--- config.mk ---
export PLATFORM = sky130hd
export DESIGN_NAME = cmp_event_filter
export DESIGN_NICKNAME = d
export VERILOG_FILES = /design/src/rtl/cmp_event_filter.sv
export SDC_FILE = /design/constraint.sdc
export NUM_CORES = 1
export LEC_CHECK = 0
export BUFFER_PORTS_ARGS = -buffer_cell sky130_fd_sc_hd__buf_2
export CORE_AREA = 2 2 39 41
export DETAILED_ROUTE_END_ITERATION = 7
export DIE_AREA = 0 0 41 43
export PLACE_DENSITY = 0.63
export SETUP_SLACK_MARGIN = 0.02
export SYNTH_ARGS = -nofsm -noshare
export SYNTH_HDL_FRONTEND = slang
export SYNTH_SLANG_ARGS = --single-unit
--- constraint.sdc ---
create_clock -name clk -period 4.55 [get_ports clk]
set_input_delay 0.2275 -clock clk [delete_from_list [all_inputs] [get_ports clk]]
set_output_delay 0.2275 -clock clk [all_outputs]
set_load 0.01 [all_outputs]
--- src/rtl/cmp_event_filter.sv ---
module cmp_event_filter #(
  parameter int SYNC_STAGES = 2,
  parameter int OVF_NEED    = 2
) (
  input  logic       clk,
  input  logic       rst_n,
  input  logic       cmp_in,
  input  logic       enable,
  input  logic [2:0] mode,
  input  logic       dbnc_en,
  input  logic       idle,
  input  logic       pdown,
  input  logic       idle_run,
  input  logic       ovf_pulse,
  input  logic       flag_clr,
  input  logic       irq_en,
  output logic       flag,
  output logic       irq
);
  localparam int CW = (OVF_NEED < 2) ? 1 : $clog2(OVF_NEED);

  logic [SYNC_STAGES-1:0] sync_q;
  logic          cur, prev_q, ref_ok_q, waiting_q, expect_q;
  logic [CW-1:0] ovf_cnt_q;
  logic          active, rise, fall, hit, qual, last_ovf, set_ev;

  always_ff @(posedge clk or negedge rst_n)
    if (!rst_n) sync_q <= '0;
    else        sync_q <= {sync_q[SYNC_STAGES-2:0], cmp_in};

  assign cur    = sync_q[SYNC_STAGES-1];
  assign active = enable & ~pdown & (~idle | idle_run);
  assign rise   = ref_ok_q & ~prev_q & cur;
  assign fall   = ref_ok_q & prev_q & ~cur;

  always_comb begin
    hit  = 1'b0;
    qual = 1'b0;
    case (mode)
      3'b000:  begin hit = ~cur;        qual = fall;        end
      3'b001:  begin hit = cur;         qual = rise;        end
      3'b010:  begin hit = fall;        qual = fall;        end
      3'b011:  begin hit = rise;        qual = rise;        end
      3'b100:  begin hit = rise | fall; qual = rise | fall; end
      default: begin hit = 1'b0;        qual = 1'b0;        end
    endcase
  end

  assign last_ovf = waiting_q & ovf_pulse & (ovf_cnt_q == CW'(OVF_NEED - 1));
  assign set_ev   = active & (dbnc_en ? (last_ovf & (cur == expect_q)) : hit);

  always_ff @(posedge clk or negedge rst_n) begin
    if (!rst_n) begin
      prev_q    <= 1'b0;
      ref_ok_q  <= 1'b0;
      waiting_q <= 1'b0;
      expect_q  <= 1'b0;
      ovf_cnt_q <= '0;
    end else if (!active) begin
      ref_ok_q  <= 1'b0;
      waiting_q <= 1'b0;
      ovf_cnt_q <= '0;
    end else begin
      ref_ok_q <= 1'b1;
      prev_q   <= cur;
      if (!dbnc_en) begin
        waiting_q <= 1'b0;
        ovf_cnt_q <= '0;
      end else if (!waiting_q) begin
        if (qual) begin
          waiting_q <= 1'b1;
          expect_q  <= cur;
          ovf_cnt_q <= '0;
        end
      end else if (ovf_pulse) begin
        if (last_ovf) begin
          waiting_q <= 1'b0;
          ovf_cnt_q <= '0;
        end else begin
          ovf_cnt_q <= ovf_cnt_q + CW'(1);
        end
      end
    end
  end

  always_ff @(posedge clk or negedge rst_n)
    if (!rst_n) flag <= 1'b0;
    else        flag <= set_ev | (flag & ~flag_clr);

  assign irq = flag & irq_en;
endmodule

==> summary.md <==
| Metric | Value |
|---|---|
| Maxcap violations | 0 |
| Post-Place Worst Slack | 2940 ps |
| Hold Path End | sync_q[0]$_DFF_PN0_ |
| Post-synthesis mux area share | 5.14% |
| Die ar. | 1760 sq um |
| Sequential fraction of the synthesis area | 45.7% |
| Min-delay worst type | in -> reg |
| Fillers | 143 |
| Hold path depth | 1 |
| Drt drc | 0 |
| Worst Path Required | 4680 ps |
| Synth top cells by count | dfrtp_1 (8), nand2_1 (5), nor2_1 (3), nor2b_1 (3), o21ai_0 (3) |
| Synth Flop Type | dfrtp_1 |
| GPL Wtd Cong | 0.719 |
| Final WL | 794 um |
| Post-Synthesis Net Count | 58 |
| R2r endpoint | expect_q$_DFFE_PN0P_ |
| Crit Path Category | reg -> reg |
| Synth top area cells | dfrtp_1 (46%), nand2_1 (4.3%), nor2b_1 (4.3%) |
| Setup Skew | 5.71 ps |
| Core Rows | 14 |
| Max-slew violation count | 0 |
| Remaining Overflow, GRT | 0 |
| Peak supply drop | 116 uV |
| Worst-Skew Late Latency | 250 ps |
| Clock-pin transition on the worst setup and hold timing paths | 60 ps |
| Top delay family on crit path | simple AND/OR/NAND/NOR gates |
| CP Cell Sequence | nand2_1 > nor4b_1 > a31oi_2 > nor3_1 > mux2_1 |
| Register-to-register setup slack | 2930 ps |
| CTS tree | yes |
| Mapped Area | 438 sq um |
| Initial antenna violation count | 0 |
| Leak | 0.262 nW |
| Routing usage on met3 | 4.71% |
| Critical path buffer and inverter count | 0 |
| Synth warn | 0 |
| Initial DRT Pass Iterations | 2 |
| Synth Area in Compound Gates | 15.4% |
| Critical path depth | 5 |
| Routing usage on met2 | 15.3% |
| Share of layout cells above drive strength 1 | 33.9% |
| Die Wd | 41 um |
| Vias | 378 |
| Average cell area after synthesis | 9.95 sq um |
| Setup Viol. Count Final | 0 |
| DR vias/cell | 4.85 |
| P&R area growth vs syn | 27.4% |
| Max Fanout on Critical Path | 8 |
| CTS H-tree lvls | 1 |
| RSZ-0062 raised after global routing | false |
| Largest net degree at the start of global routing | 9 |
| Setup bufs post-CTS | 0 |
| CTS max path bufs | 2 |
| Post-synth top area share | 45.7% |
| Core box area | 1380 sq um |
| Final worst setup slack | 2930 ps |
| Global routing's busiest layer | met2 |
| First-pass GRT wire length | 1250 um |
| PortBufs | 15 |
| Post-CTS Hold Buffers | 1 |
| Outcome | complete, no violations |
| Fmax | 618 MHz |
| Setup TNS | 0 ps |
| Root buf cell | clkbuf_4 |
| R2R cell count | 5 |
| Io pins | 16 |
| Post-Synth Simple-Gate Area | 26.3% |
| WP data arrival | 1750 ps |
| Post_cts resized | 0 |
| Wire per inst | 10.2 um |
| Max-slew headroom | 77.6% |
| Final period utilization | 35.5% |
| Area taken by multi-input logic gates | 223 sq um |
| FF-to-FF Start | sync_q[1]$_DFF_PN0_ |
| Hold path startpoint | cmp_in |
| Crit path max-delay cell type | dfrtp_1 |
| CP Capture Type | register |
| Synth Area in Adders | 0% |
| Register area | 200 sq um |
| Synth unique cells | 24 |
| Crit-path max cell delay | 470 ps |
| Final hold viol count | 0 |
| Vias in the first global route | 336 |
| # diodes | 0 |
| Nets@finish | 78 |
| Seq cells post-synth | 8 |
| XOR/XNOR share of the synthesized area | 4.00% |
| Post-synth EDFFs | 0 |
| Num CTS Buffers | 3 |
| Ys async rst share | 100% |
| Area leader, netlist | dfrtp_1 |
| Clock Sinks | 8 |
| Tot GR Track Use | 10.9% |
| Cells after Synth | 44 |
| PwrDens | 281 nW/um^2 |
| Worst-Margin Slew | 332 ps |
| Met1 Usage GRT | 12.6% |
| Starting density of the core | 31.6% |
| Combinational family with the most area after synthesis | simple AND/OR/NAND/NOR gates |
| Min Tclk post-route | 1620 ps |
| Post-route ant nets | 0 |
| Die H | 43 um |
| Initial DRC count | 7 |
| CP startpoint kind | register |
| Dominant cell by count in the synthesized netlist | dfrtp_1 |
-- power breakdown --
part,internal [mW],switching (mW),total [mW]
Combinational,0.0125,0.0101,0.0226
Clock,0.0302,0.0245,0.0547
Sequential,0.0753,0.00403,0.0793
Total,0.118,0.0386,0.157
-- cell type report --
type	count	area share, %
Timing Repair Buffer	16	15.2
Sequential cell	8	35.9
Inverter	2	1.35
Multi-Input combinational cell	33	39.9
Tap cell	16	3.59
Clock buffer	3	4.04
-- state kept, by name (all words and copies together), names as in the netlist --
signal,flops
ovf_cnt_q,1
waiting_q,1
expect_q,1
prev_q,1
ref_ok_q,1
flag,1
sync_q,2
-- metal layers --
metal / routed length (um) / vias to the layer above
li1: - / 194
met1: 363 / 169
met2: 361 / 13
met3: 64 / 2
met4: 6 / 0
met5: 0 / -
-- cell usage in the layout (no fill, tap or decap), drive strengths merged --
master / count
nor3: 2
o21a: 1
a31oi: 1
o21ai: 3
buf: 15
and3b: 1
nor2b: 3
nand3: 1
nand3b: 1
dlygate4sd3: 1
mux2: 2
a221o: 1
a211oi: 1
dfrtp: 8
nor3b: 2
and2: 1
a21oi: 1
inv: 2
clkbuf: 3
nand2: 5
a32o: 1
nor4b: 1
xor2: 2
nor2: 3
-- worst max path at each step --
stage / to / from / slack, ps
final: expect_q$_DFFE_PN0P_ / sync_q[1]$_DFF_PN0_ / 2930
after global routing: expect_q$_DFFE_PN0P_ / sync_q[1]$_DFF_PN0_ / 2700
after detailed placement: expect_q$_DFFE_PN0P_ / sync_q[1]$_DFF_PN0_ / 2940
after floorplan: flag$_DFF_PN0_ / prev_q$_DFFE_PN0P_ / 3070
after CTS: expect_q$_DFFE_PN0P_ / sync_q[1]$_DFF_PN0_ / 2920
after global placement: expect_q$_DFFE_PN0P_ / sync_q[1]$_DFF_PN0_ / 2980
-- per-stage QoR --
stage / cell area [sq um] / cells / utilization [%] / hold slack [ps] / power, mW
after global routing: 558 / 78 / 40.3 / 70.8 / 0.167
after detailed placement: 526 / 74 / 38.0 / 79.6 / 0.103
after CTS: 558 / 78 / 40.3 / 72.0 / 0.159
final: 558 / 78 / 40.3 / 81.3 / 0.157
after global placement: 526 / 74 / 38.0 / 76.6 / 0.102
after floorplan: 438 / 44 / - / -68.1 / 0.0923
-- kinds of logic (layout without fill, tap and decap cells) --
kind of cell           after synthesis  after routing
AO/OA/AOI/OAI                        9              9
XOR/XNOR                             2              2
buffers and inverters                3             21
flip-flops                           8              8
multiplexers                         2              2
AND/OR/NAND/NOR                     20             20
Power figures use the tool's default switching activity.
